File: config.mk
export PLATFORM = sky130hd
export DESIGN_NAME = vtg_line_timer
export DESIGN_NICKNAME = d
export VERILOG_FILES = /design/src/rtl/vtg_pkg.sv /design/src/rtl/vtg_cfg_hold.sv /design/src/rtl/vtg_hseq.sv /design/src/rtl/vtg_vseq.sv /design/src/rtl/vtg_line_timer.sv
export SDC_FILE = /design/constraint.sdc
export NUM_CORES = 1
export LEC_CHECK = 0
export BUFFER_PORTS_ARGS = -buffer_cell sky130_fd_sc_hd__buf_4
export CAP_MARGIN = 20
export CORE_AREA = 3 3 169 171
export DETAILED_ROUTE_END_ITERATION = 6
export DIE_AREA = 0 0 172 174
export PLACE_DENSITY = 0.8
export SYNTH_ARGS = -nofsm -noshare
export SYNTH_HDL_FRONTEND = slang
export SYNTH_HIERARCHICAL = 1
export SYNTH_SLANG_ARGS = --single-unit
File: constraint.sdc
create_clock -name clk -period 10 [get_ports clk]
set_clock_uncertainty 0.05 [all_clocks]
set_input_delay 0.5 -clock clk [delete_from_list [all_inputs] [get_ports clk]]
set_output_delay 0.5 -clock clk [all_outputs]
set_load 0.005 [all_outputs]
File: src/rtl/vtg_pkg.sv
package vtg_pkg;

  localparam int DT_W  = 6;   // data-type code width
  localparam int PPW_W = 4;   // pixels-per-word width
  localparam int H_MIN = 2;   // horizontal porch/sync floor (cycles)
  localparam int V_MIN = 1;   // vertical porch/sync floor (lines)

  typedef enum logic [2:0] {
    PH_START,
    PH_SYNC,
    PH_BACK,
    PH_ACT,
    PH_FRONT
  } hphase_t;

  // Pixels carried by one bus word for a data type; 4:2:0 codes differ by line parity.
  function automatic logic [PPW_W-1:0] px_per_word(input logic [DT_W-1:0] code,
                                                   input logic even_line);
    logic [PPW_W-1:0] n;
    case (code)
      6'h28:                                   n = 4'd10;
      6'h2B:                                   n = 4'd6;
      6'h2C:                                   n = 4'd5;
      6'h20, 6'h21, 6'h22, 6'h2D, 6'h1A, 6'h1E: n = 4'd4;
      6'h23:                                   n = 4'd3;
      6'h24, 6'h1F:                            n = 4'd2;
      6'h18, 6'h1C:                            n = even_line ? 4'd4 : 4'd8;
      6'h19, 6'h1D:                            n = even_line ? 4'd2 : 4'd6;
      default:                                 n = 4'd8;
    endcase
    return n;
  endfunction

endpackage

File: src/rtl/vtg_cfg_hold.sv
module vtg_cfg_hold
  import vtg_pkg::*;
#(
  parameter int CNT_W = 16,
  parameter int VC_W  = 2
) (
  input  logic             clk,
  input  logic             rst,
  input  logic             load,
  input  logic [CNT_W-1:0] in_hsync,
  input  logic [CNT_W-1:0] in_hback,
  input  logic [CNT_W-1:0] in_hfront,
  input  logic [CNT_W-1:0] in_vsync,
  input  logic [CNT_W-1:0] in_vback,
  input  logic [CNT_W-1:0] in_vfront,
  input  logic [CNT_W-1:0] in_pixels,
  input  logic [CNT_W-1:0] in_lines,
  input  logic [DT_W-1:0]  in_dtype,
  input  logic [VC_W-1:0]  in_vc,
  output logic [CNT_W-1:0] h_hsync,
  output logic [CNT_W-1:0] h_hback,
  output logic [CNT_W-1:0] h_hfront,
  output logic [CNT_W-1:0] h_vsync,
  output logic [CNT_W-1:0] h_vback,
  output logic [CNT_W-1:0] h_vfront,
  output logic [CNT_W-1:0] h_pixels,
  output logic [CNT_W-1:0] h_lines,
  output logic [DT_W-1:0]  h_dtype,
  output logic [VC_W-1:0]  h_vc,
  output logic             clamp_seen
);

  localparam int NV = 8;   // numeric fields: 3 horizontal, 3 vertical, pixels, lines

  logic [CNT_W-1:0] raw  [NV];
  logic [CNT_W-1:0] held [NV];
  logic [NV-1:0]    low;

  assign raw[0] = in_hsync;
  assign raw[1] = in_hback;
  assign raw[2] = in_hfront;
  assign raw[3] = in_vsync;
  assign raw[4] = in_vback;
  assign raw[5] = in_vfront;
  assign raw[6] = in_pixels;
  assign raw[7] = in_lines;

  for (genvar g = 0; g < NV; g++) begin : g_fld
    localparam logic [CNT_W-1:0] FLOOR = (g < 3) ? CNT_W'(H_MIN) : CNT_W'(V_MIN);
    assign low[g] = raw[g] < FLOOR;
    always_ff @(posedge clk) begin
      if (rst)       held[g] <= FLOOR;
      else if (load) held[g] <= low[g] ? FLOOR : raw[g];
    end
  end

  always_ff @(posedge clk) begin
    if (rst) begin
      h_dtype    <= '0;
      h_vc       <= '0;
      clamp_seen <= 1'b0;
    end else if (load) begin
      h_dtype <= in_dtype;
      h_vc    <= in_vc;
      if (|low) clamp_seen <= 1'b1;
    end
  end

  assign h_hsync  = held[0];
  assign h_hback  = held[1];
  assign h_hfront = held[2];
  assign h_vsync  = held[3];
  assign h_vback  = held[4];
  assign h_vfront = held[5];
  assign h_pixels = held[6];
  assign h_lines  = held[7];

  // once set, the flag stays set until reset
  p_flag_sticky_r8: assert property (@(posedge clk) disable iff (rst)
    $past(clamp_seen) |-> clamp_seen);

endmodule

File: src/rtl/vtg_hseq.sv
module vtg_hseq
  import vtg_pkg::*;
#(
  parameter int CNT_W = 16
) (
  input  logic             clk,
  input  logic             rst,
  input  logic [CNT_W-1:0] hsync_len,
  input  logic [CNT_W-1:0] hback_len,
  input  logic [CNT_W-1:0] hfront_len,
  input  logic [CNT_W-1:0] act_px,
  input  logic [PPW_W-1:0] ppw,
  output hphase_t          phase,
  output logic             eol
);

  localparam int ACC_W = CNT_W + 1;

  logic [CNT_W-1:0] cnt;
  logic [ACC_W-1:0] acc;
  logic [ACC_W-1:0] ppw_ext;

  assign ppw_ext = ACC_W'(ppw);
  assign eol     = (phase == PH_FRONT) && (cnt == hfront_len - 1'b1);

  always_ff @(posedge clk) begin
    if (rst) begin
      phase <= PH_START;
      cnt   <= '0;
      acc   <= '0;
    end else begin
      case (phase)
        PH_START: begin
          phase <= PH_SYNC;
          cnt   <= '0;
        end
        PH_SYNC:
          if (cnt == hsync_len - 1'b1) begin
            phase <= PH_BACK;
            cnt   <= '0;
          end else cnt <= cnt + 1'b1;
        PH_BACK:
          if (cnt == hback_len - 1'b1) begin
            phase <= PH_ACT;
            acc   <= ppw_ext;
          end else cnt <= cnt + 1'b1;
        PH_ACT:
          if (acc >= {1'b0, act_px}) begin
            phase <= PH_FRONT;
            cnt   <= '0;
          end else acc <= acc + ppw_ext;
        PH_FRONT:
          if (eol) begin
            phase <= PH_SYNC;
            cnt   <= '0;
          end else cnt <= cnt + 1'b1;
        default: phase <= PH_START;
      endcase
    end
  end

  // each horizontal porch/sync phase lasts at least two cycles
  p_sync_min_r7: assert property (@(posedge clk) disable iff (rst)
    (phase == PH_SYNC && $past(phase) != PH_SYNC) |=> (phase == PH_SYNC));
  p_back_min_r7: assert property (@(posedge clk) disable iff (rst)
    (phase == PH_BACK && $past(phase) != PH_BACK) |=> (phase == PH_BACK));
  p_front_min_r7: assert property (@(posedge clk) disable iff (rst)
    (phase == PH_FRONT && $past(phase) != PH_FRONT) |=> (phase == PH_FRONT));

endmodule

File: src/rtl/vtg_vseq.sv
module vtg_vseq #(
  parameter int CNT_W = 16
) (
  input  logic             clk,
  input  logic             rst,
  input  logic             eol,
  input  logic [CNT_W-1:0] vsync_lines,
  input  logic [CNT_W-1:0] vback_lines,
  input  logic [CNT_W-1:0] act_lines,
  input  logic [CNT_W-1:0] vfront_lines,
  output logic             in_frame,
  output logic             act_line,
  output logic             line_even,
  output logic             last_line
);

  localparam int LW = CNT_W + 2;

  logic [LW-1:0] row;
  logic [LW-1:0] act_first;
  logic [LW-1:0] act_end;
  logic [LW-1:0] total;
  logic [LW-1:0] act_off;

  assign act_first = LW'(vsync_lines) + LW'(vback_lines);
  assign act_end   = act_first + LW'(act_lines);
  assign total     = act_end + LW'(vfront_lines);
  assign act_off   = row - act_first;

  assign last_line = (row == total - 1'b1);
  assign in_frame  = (row >= LW'(vsync_lines));
  assign act_line  = (row >= act_first) && (row < act_end);
  assign line_even = act_line && act_off[0];

  always_ff @(posedge clk) begin
    if (rst)      row <= '0;
    else if (eol) row <= last_line ? '0 : row + 1'b1;
  end

  // the line index never passes the frame length captured for it
  p_row_range_r2: assert property (@(posedge clk) disable iff (rst)
    row < total);

endmodule

File: src/rtl/vtg_line_timer.sv
module vtg_line_timer
  import vtg_pkg::*;
#(
  parameter int CNT_W = 16,
  parameter int VC_W  = 2
) (
  input  logic             clk,
  input  logic             rst,
  input  logic [CNT_W-1:0] cfg_hsync,
  input  logic [CNT_W-1:0] cfg_hback,
  input  logic [CNT_W-1:0] cfg_hfront,
  input  logic [CNT_W-1:0] cfg_vsync,
  input  logic [CNT_W-1:0] cfg_vback,
  input  logic [CNT_W-1:0] cfg_vfront,
  input  logic [CNT_W-1:0] cfg_pixels,
  input  logic [CNT_W-1:0] cfg_lines,
  input  logic [DT_W-1:0]  cfg_dtype,
  input  logic [VC_W-1:0]  cfg_vc,
  output logic             frame_sync,
  output logic             line_sync,
  output logic             word_req,
  output logic             word_valid,
  output logic [CNT_W-1:0] line_hres,
  output logic [DT_W-1:0]  line_dtype,
  output logic [VC_W-1:0]  line_vc,
  output logic             clamp_seen
);

  logic [CNT_W-1:0] h_hsync, h_hback, h_hfront, h_vsync, h_vback, h_vfront, h_pixels, h_lines;
  logic [DT_W-1:0]  h_dtype;
  logic [VC_W-1:0]  h_vc;
  hphase_t          phase;
  logic             eol, in_frame, act_line, line_even, last_line, load;
  logic [PPW_W-1:0] ppw;

  assign load = (phase == PH_START) || (eol && last_line);
  assign ppw  = px_per_word(h_dtype, line_even);

  vtg_cfg_hold #(.CNT_W(CNT_W), .VC_W(VC_W)) u_cfg (
    .clk(clk), .rst(rst), .load(load),
    .in_hsync(cfg_hsync), .in_hback(cfg_hback), .in_hfront(cfg_hfront),
    .in_vsync(cfg_vsync), .in_vback(cfg_vback), .in_vfront(cfg_vfront),
    .in_pixels(cfg_pixels), .in_lines(cfg_lines), .in_dtype(cfg_dtype), .in_vc(cfg_vc),
    .h_hsync(h_hsync), .h_hback(h_hback), .h_hfront(h_hfront),
    .h_vsync(h_vsync), .h_vback(h_vback), .h_vfront(h_vfront),
    .h_pixels(h_pixels), .h_lines(h_lines), .h_dtype(h_dtype), .h_vc(h_vc),
    .clamp_seen(clamp_seen)
  );

  vtg_hseq #(.CNT_W(CNT_W)) u_h (
    .clk(clk), .rst(rst),
    .hsync_len(h_hsync), .hback_len(h_hback), .hfront_len(h_hfront),
    .act_px(h_pixels), .ppw(ppw), .phase(phase), .eol(eol)
  );

  vtg_vseq #(.CNT_W(CNT_W)) u_v (
    .clk(clk), .rst(rst), .eol(eol),
    .vsync_lines(h_vsync), .vback_lines(h_vback), .act_lines(h_lines),
    .vfront_lines(h_vfront), .in_frame(in_frame), .act_line(act_line),
    .line_even(line_even), .last_line(last_line)
  );

  // decode of the current sequencer state
  logic             d_f, d_l, d_v;
  logic [CNT_W-1:0] d_hres;
  logic [DT_W-1:0]  d_dt;
  logic [VC_W-1:0]  d_vc;

  always_comb begin
    d_f    = (phase != PH_START) && in_frame;
    d_l    = act_line && (phase == PH_BACK || phase == PH_ACT || phase == PH_FRONT);
    d_v    = act_line && (phase == PH_ACT);
    d_hres = (phase == PH_START) ? '0 : h_pixels;
    d_dt   = (phase == PH_START) ? '0 : h_dtype;
    d_vc   = (phase == PH_START) ? '0 : h_vc;
  end

  // stage 1 gives the request; stage 2 gives the aligned outputs
  logic             s1_f, s1_l;
  logic [CNT_W-1:0] s1_hres;
  logic [DT_W-1:0]  s1_dt;
  logic [VC_W-1:0]  s1_vc;

  always_ff @(posedge clk) begin
    if (rst) begin
      s1_f <= 1'b0; s1_l <= 1'b0; word_req <= 1'b0;
      s1_hres <= '0; s1_dt <= '0; s1_vc <= '0;
      frame_sync <= 1'b0; line_sync <= 1'b0; word_valid <= 1'b0;
      line_hres <= '0; line_dtype <= '0; line_vc <= '0;
    end else begin
      s1_f <= d_f; s1_l <= d_l; word_req <= d_v;
      s1_hres <= d_hres; s1_dt <= d_dt; s1_vc <= d_vc;
      frame_sync <= s1_f; line_sync <= s1_l; word_valid <= word_req;
      line_hres <= s1_hres; line_dtype <= s1_dt; line_vc <= s1_vc;
    end
  end

  // checker state: a fall of valid inside a line arms the gap detector
  logic prev_v, gap_seen;
  always_ff @(posedge clk) begin
    if (rst) prev_v <= 1'b0;
    else     prev_v <= word_valid;
    if (rst || !line_sync)          gap_seen <= 1'b0;
    else if (prev_v && !word_valid) gap_seen <= 1'b1;
  end

  p_valid_in_line_r4: assert property (@(posedge clk) disable iff (rst)
    word_valid |-> (line_sync && frame_sync));
  p_no_gap_r4: assert property (@(posedge clk) disable iff (rst)
    !(gap_seen && word_valid));
  p_line_in_frame_r3: assert property (@(posedge clk) disable iff (rst)
    line_sync |-> frame_sync);
  p_line_gap_r7: assert property (@(posedge clk) disable iff (rst)
    $fell(line_sync) |=> !line_sync);
  p_hres_hold_r10: assert property (@(posedge clk) disable iff (rst)
    line_sync |-> ($stable(line_hres) && $stable(line_dtype)));
  p_vc_hold_r10: assert property (@(posedge clk) disable iff (rst)
    frame_sync |-> $stable(line_vc));

endmodule

==> results of run 1 <==
-- kinds of logic after synthesis --
kind of cell	after synthesis	share of synthesized area
multiplexers	12	0.007488
AO/OA/AOI/OAI	301	0.1343
adder cells (fa/ha/maj)	137	0.1073
XOR/XNOR	159	0.08592
AND/OR/NAND/NOR	660	0.2329
buffers and inverters	190	0.05041
flip-flops	245	0.3817
-- cells in the mapped netlist (all sizes together) (5+ instances only) --
master  count
nand3      28
o211ai      9
or4         9
and3      126
o21bai      9
a22oi       6
nor2      101
o211a       5
edfxtp    128
o21a       17
a21o       40
mux2i      11
a211oi     20
a32oi       5
or3         8
a211o       6
nor4       45
dfxtp     117
nor2b      52
a31oi      10
nand2      65
clkbuf     40
nor3b       8
and2       47
ha        131
o31a        6
nand2b     32
nor3       72
inv       119
nand4      35
o31ai       8
a21oi      66
xor2       69
nand3b      5
buf        30
a31o        5
xnor2      90
o311ai      5
or2         5
o21ai      49
-- layer usage --
metal	vias up	GRT usage
met5	-	0
met3	87	0.03889
met1	6155	0.3559
met4	0	0.08583
met2	465	0.4195
li1	6462	-
-- how the worst max path moves through the flow --
stage                                  from  slack, ns  cells past startpoint                 to
final                     u_cfg/held[0][48]       1.72                     34  u_cfg/held[0][33]
after global routing      u_cfg/held[0][48]       1.02                     34  u_cfg/held[0][48]
after floorplan           u_cfg/held[0][48]       2.37                     32   u_cfg/held[0][0]
after detailed placement  u_cfg/held[0][48]       1.89                     32  u_cfg/held[0][33]
after global placement    u_cfg/held[0][48]       2.14                     34  u_cfg/held[0][33]
after CTS                 u_cfg/held[0][48]       1.83                     33   u_cfg/held[0][1]
-- power groups by stage --
stage	clock network, mW	registers (mW)	logic (mW)
after floorplan	0	1.15	0.927
after global placement	0	1.17	1.14
after detailed placement	0	1.17	1.17
after CTS	0.973	1.15	1.18
after global routing	1.01	1.15	1.33
final	0.951	1.15	1.20
-- metrics by stage --
stage / utilization / power [mW] / hold WS (ns) / worst slack (ns) / instance area, µm²
6_report: 0.6825 / 3.297 / 0.1332 / 1.720 / 18440
5_1_grt: 0.6824 / 3.496 / 0.1365 / 1.020 / 18440
4_1_cts: 0.6813 / 3.303 / 0.1218 / 1.834 / 18410
3_5_place_dp: 0.6499 / 2.343 / 0.3704 / 1.888 / 17560
3_3_place_gp: 0.6499 / 2.305 / 0.3659 / 2.137 / 17560
2_1_floorplan: - / 2.077 / 0.3638 / 2.366 / 16210
-- sequential cells by signal, summed over array words and instances (netlist names) --
signal,flops
u_cfg/h_dtype,6
word_req,1
u_cfg/held,128
frame_sync,1
u_h/cnt,16
u_h/phase,3
u_h/acc,17
line_hres,16
s1_hres,16
s1_vc,2
u_v/row,18
line_vc,2
s1_f,1
s1_l,1
s1_dt,6
u_cfg/clamp_seen,1
word_valid,1
line_dtype,6
line_sync,1
u_cfg/h_vc,2
-- worst max-delay path, delay by kind of cell (launching register included) --
family / cells / cell delay [ns]
AOI/OAI and AO/OA: 7 / 1.60
xor gates and xnor gates: 4 / 0.86
adders and majority gates: 4 / 1.16
buffers and inverters: 2 / 0.53
DFF: 1 / 0.40
and+or+nand+nor: 17 / 3.38
-- cells in the final DEF (no fill, tap or decap), types with 52 or more instances in the layout --
cell type and n:
dfxtp_1 117, buf_4 170, xor2_1 69, edfxtp_1 128
xnor2_1 90, ha_1 131, inv_1 120, nor2b_1 52
nor3_1 61, and3_1 109, a21oi_1 65, nand2_1 65
nor2_1 101
-- cell type report --
cell class | count | share of cell area
inverter | 119 | 0.02422
antenna | 1 | 0.0001357
multi-input combinational | 1269 | 0.4996
sequential | 245 | 0.3354
clock inverter | 17 | 0.006987
timing repair buffer | 172 | 0.07137
clock buffer | 31 | 0.03914
tap | 341 | 0.02313
==> metrics.md, run 1 <==
| Metric | Value |
|---|---|
| Leakage | 8.161 nW |
| Crit path DAT | 8.53 ns |
| Post-CTS sizing | 0 |
| Root buffer cell | clkbuf_16 |
| RD Place Congestion | 0.9392 |
| Clock sinks | 245 |
| Synthesis-to-finish area growth | 13.79% |
| Reg2Reg Launch Point | u_cfg/held[0][48] |
| F_max | 120.8 MHz |
| Drt pass-1 iters | 5 |
| Antenna viol nets, final | 0 |
| Hold Path Class | in2reg |
| Post-Syn Instances | 1704 |
| CTS tree | yes |
| Top cell type's share of synthesized area | 0.2371 |
| Min-Delay Endpoint | u_cfg/h_dtype[4] |
| CP Capture Type | register |
| Number of flops mapped to enable cells by yosys | 128 |
| Syn. warnings | 6 |
| RSZ-0062 raised after global routing | no |
| CP max stage delay | 0.91 ns |
| Crit-path max FO | 59 |
| Outcome | finished clean |
| Setup bufs post-CTS | 0 |
| First-pass GRT wire length | 63.93 mm |
| Number of max-cap violations | 0 |
| Minimum clock period | 8.280 ns |
| Initial antenna violation count | 0 |
| Post-synthesis sequential element count | 245 |
| Worst-Margin Slew | 1.048 ns |
| Switching share of power | 0.3408 |
| Sequential share of the synthesized area | 0.3817 |
| Startpoint of the worst hold path | cfg_dtype[4] |
| Die Area | 0.02993 mm² |
| Slew HR | 0.2988 |
| FFs w/ async S/R, synth | 0 |
| Tcrit/Tclk final | 0.8280 |
| Worst R2R Setup Slack | 1.72 ns |
| WHS Path Cells | 3 |
| Crit-path slowest cell | and2b_2 |
| Site Rows | 60 |
| Max Buffers Root-to-Sink | 3 |
| Predominant post-synthesis flop cell | edfxtp_1 |
| Vias in the first global route | 13000 |
| Reg2Reg Capture Point | u_cfg/held[0][33] |
| Cts hold-fix bufs | 0 |
| Pint | 2.173 mW |
| Yosys cell types | 90 |
| Max Slew Vio Count | 0 |
| CP startpoint kind | register |
| Endpoints failing setup | 0 |
| CP required | 10.25 ns |
| Net Sw Power | 1.123 mW |
| Post-route insts no fill | 2195 |
| DR top layer | met4 |
| Yosys top cell by area | edfxtp_1 |
| Filler cell count | 2138 |
| I/O Buffers | 166 |
| Post-Syn Area | 0.01621 mm² |
| DR iter-0 viols | 1055 |
| Cells on worst reg2reg path | 34 |
| Met1 Wirelength | 17.78 mm |
| Placed Cells | 2144 |
| Global route overflow | 0 |
| Sequential cell area | 0.006186 mm² |
| Die Ht | 174 µm |
| Avg Inst Size Synth | 9.512 µm² |
| Fin Setup TNS | 0 ns |
| WL final | 39.35 mm |
| Top cells by area, synth | edfxtp_1, dfxtp_1, ha_1 |
| Total track usage | 0.2589 |
| Chip Width | 172 µm |
| Core area | 0.02703 mm² |
| Drt wl/cell | 17.93 µm |
| Total CTS buffers | 26 |
| Vias per cell | 6.000 |
| Max VDD drop | 0.0001132 V |
| Power Density | 178.7 mW/mm² |
| Clock transition at path regs | 0.06 ns |
| Net Count, Synth | 1977 |
| Via count | 13170 |
| Kind of critical path | reg2reg |
| Skew-Pair Late Insertion Delay | 0.56 ns |
| WL met2 | 17.70 mm |
| DRC Markers | 0 |
| Final nets | 2106 |
| Clock Power Share | 0.289 |
| Multi-input gate area | 0.009215 mm² |
| Ports | 167 |
| Share of post-route cells with drive strength above 1 | 0.1489 |
| Flop pwr share | 0.349 |
| DP HPWL | 29.73 mm |
| Initial Utilization | 0.5997 |
| WL met3 | 2.707 mm |
| H-Tree Depth | 1 |
| Hold Vio Cnt, Final | 0 |
| Largest net degree at the start of global routing | 76 |
| Gate power share | 0.363 |
(Power assumes the default switching activity.)
==> run 2: changes to the inputs <==
--- a/config.mk
+++ b/config.mk
@@ -5,12 +5,13 @@
 export SDC_FILE = /design/constraint.sdc
 export NUM_CORES = 1
 export LEC_CHECK = 0
+export ABC_AREA = 1
 export BUFFER_PORTS_ARGS = -buffer_cell sky130_fd_sc_hd__buf_4
 export CAP_MARGIN = 20
-export CORE_AREA = 3 3 169 171
+export CORE_AREA = 3 3 178 180
 export DETAILED_ROUTE_END_ITERATION = 6
-export DIE_AREA = 0 0 172 174
-export PLACE_DENSITY = 0.8
+export DIE_AREA = 0 0 181 183
+export PLACE_DENSITY = 0.79
 export SYNTH_ARGS = -nofsm -noshare
 export SYNTH_HDL_FRONTEND = slang
 export SYNTH_HIERARCHICAL = 1
==> constraint.sdc (replaced) <==
create_clock -name clk -period 8.1 [get_ports clk]
set_clock_uncertainty 0.05 [all_clocks]
set_input_delay 0.405 -clock clk [delete_from_list [all_inputs] [get_ports clk]]
set_output_delay 0.405 -clock clk [all_outputs]
set_load 0.005 [all_outputs]
==> run 2 against run 1 <==
Net effect:
- utilization is 0.96 points lower
- area after synthesis is 11% higher
- fmax is 18% higher
- critical path depth is 4 higher
- hold slack worse by 0.11 ns
- cell area is 11% higher
- flip-flop and latch count stayed put
==> metrics.md, run 2 <==
| Metric | Value |
|---|---|
| Worst path top cell family by delay | simple AND/OR/NAND/NOR gates |
| H-Tree Depth | 1 |
| Largest reg by FF count | u_cfg/held |
| Endpoints failing setup | 0 |
| Number of max-cap violations | 0 |
| Max FFs per register | 128 |
| Max Buffers Root-to-Sink | 3 |
| Yosys top cell by area | edfxtp_1 |
| Startpoint of the worst hold path | cfg_dtype[3] |
| Number of flops mapped to enable cells by yosys | 128 |
| Antenna viol nets, final | 0 |
| Post-synthesis sequential element count | 245 |
| Vias per cell | 5.216 |
| Initial antenna violation count | 0 |
| Multi-input gate area | 0.009731 mm² |
| Hold Path Class | in2reg |
| Die Ht | 183 µm |
| Sequential share of the synthesized area | 0.3444 |
| Avg Inst Size Synth | 7.182 µm² |
| Yosys cell types | 60 |
| CP Capture Type | register |
| RSZ-0062 raised after global routing | no |
| Hold Vio Cnt, Final | 0 |
| Final nets | 2939 |
| Site Rows | 64 |
| Chip Width | 181 µm |
| Syn. warnings | 6 |
| Top flop regs | u_cfg/held: 128 flops, u_v/row: 18 flops, u_h/acc: 17 flops |
| Global route overflow | 0 |
| CP required | 8.35 ns |
| DP HPWL | 34.97 mm |
| Post-Syn Area | 0.01796 mm² |
| Most frequent cells after synthesis | nand2_1, inv_1, nor2_1 |
| I/O Buffers | 166 |
| CTS tree | yes |
| Core area | 0.03035 mm² |
| RD Place Congestion | 0.9328 |
| Sequential cell area | 0.006186 mm² |
| Tcrit/Tclk final | 0.8639 |
| Crit path buffers/inverters | 6 |
| Total CTS buffers | 27 |
| Largest net degree at the start of global routing | 60 |
| Worst-Margin Slew | 0.9138 ns |
| WL final | 45.02 mm |
| Cts hold-fix bufs | 6 |
| Max Slew Vio Count | 0 |
| Most common cell after layout, fill and taps aside | nand2_1 |
| Total track usage | 0.2660 |
| Setup bufs post-CTS | 0 |
| Fin Setup TNS | 0 ns |
| Ports | 167 |
| Drt pass-1 iters | 6 |
| First-pass GRT wire length | 73.29 mm |
| Vias in the first global route | 15360 |
| Post-Syn Instances | 2501 |
| CP startpoint kind | register |
| Share of post-route cells with drive strength above 1 | 0.1336 |
| Predominant post-synthesis flop cell | edfxtp_1 |
| Synthesis-to-finish area growth | 13.70% |
| Crit-path slowest cell | nor2_4 |
| Kind of critical path | reg2reg |
| Worst setup path startpoint | u_cfg/held[0][48] |
| Clock sinks | 245 |
| Die Area | 0.03312 mm² |
| Clock transition at path regs | 0.06 ns |
| Outcome | finished clean |
| Initial Utilization | 0.5918 |
| Via count | 16080 |
| Minimum clock period | 6.998 ns |
| FFs w/ async S/R, synth | 0 |
| Slew HR | 0.3893 |
| DRC Markers | 0 |
| Root buffer cell | clkbuf_16 |
| Top cell type's share of synthesized area | 0.2140 |
| Top-count cell post-synth | nand2_1 |
| DR iter-0 viols | 1179 |
| ANT cells | 0 |
| Commonest cells after routing, fill and taps aside | nand2_1, inv_1, nor2_1, buf_4, nand3_1 |
| Cell mode on critical path | nand2_1 |
| Top cells by area, synth | edfxtp_1, dfxtp_1, nand2_1 |
| Filler cell count | 2576 |
| Drt wl/cell | 14.60 µm |
| Reg2Reg Launch Point | u_cfg/held[0][48] |
| Skew-Pair Late Insertion Delay | 0.55 ns |
| Post-CTS sizing | 0 |
| CP max stage delay | 0.71 ns |
| Net Count, Synth | 2774 |
| Crit-path max FO | 20 |
| F_max | 142.9 MHz |
| Crit path DAT | 7.25 ns |
-- run 2: changes by cell type in the layout (fill, tap and decap cells not counted), sizes merged, moves of 36 or more --
cell   change
nor2b     -52
nor3      -55
inv      +344
and3     -123
nand3    +123
a21o      -36
nor4      -39
xnor2     -51
nand2    +528
nor2     +369
and2      -44
-- run 2: worst paths after layout --
path	end	slack, ns	cells past startpoint
setup / recovery	u_cfg/held[0][48]	1.10	38
hold / removal	u_cfg/h_dtype[3]	0.02	3
setup reg to reg	u_cfg/held[0][48]	1.10	38
hold reg to reg	line_sync	0.35	2
-- run 2: kinds of logic after synthesis --
logic type      count (synthesis)  synth area share
xor+xnor                      116           0.05775
fa+ha+maj                     135           0.09572
compound gates                182           0.05949
simple gates                 1319            0.3280
flops                         245            0.3444
buf+inv                       504            0.1146
-- run 2: final cells by class --
cell class | count | area share
Timing Repair Buffer | 177 | 0.06642
Inverter | 463 | 0.08511
Multi-Input combinational cell | 1752 | 0.4765
Clock inverter | 15 | 0.006679
Clock buffer | 35 | 0.03811
Sequential cell | 245 | 0.3029
Tap cell | 396 | 0.02426
-- run 2: tightest hold or removal path, delay by kind of cell --
kind / cells / cell delay, ns
simple gates: 2 / 0.10
buf+inv: 1 / 0.08
-- run 2: metrics by stage --
step / cell area, µm² / util / setup slack [ns] / hold WS, ns / std cells
final: 20420 / 0.6729 / 1.102 / 0.02197 / 3083
after global routing: 20420 / 0.6729 / 0.4123 / 0.01818 / 3083
after global placement: 19450 / 0.6407 / 1.374 / 0.3453 / 3027
after floorplan: 17960 / - / 0.2025 / 0.3383 / 2501
after CTS: 20420 / 0.6729 / 1.096 / 0.002538 / 3083
after detailed placement: 19450 / 0.6407 / 1.114 / 0.3447 / 3027
-- run 2: metal layers --
| metal | track usage | up-vias | wire (µm) | share of wire |
|---|---|---|---|---|
| met1 | 0.3699 | 7317 | 20280 | 0.45 |
| met3 | 0.03035 | 63 | 3201 | 0.071 |
| met2 | 0.4483 | 552 | 20490 | 0.46 |
| met4 | 0.06581 | 0 | 1043 | 0.023 |
| met5 | 0 | - | 0 | 0 |
| li1 | - | 8149 | - | - |
Power of run 2 is not shown: default switching activity piles up to over one toggle a cycle in this logic, so the estimate is an artifact.
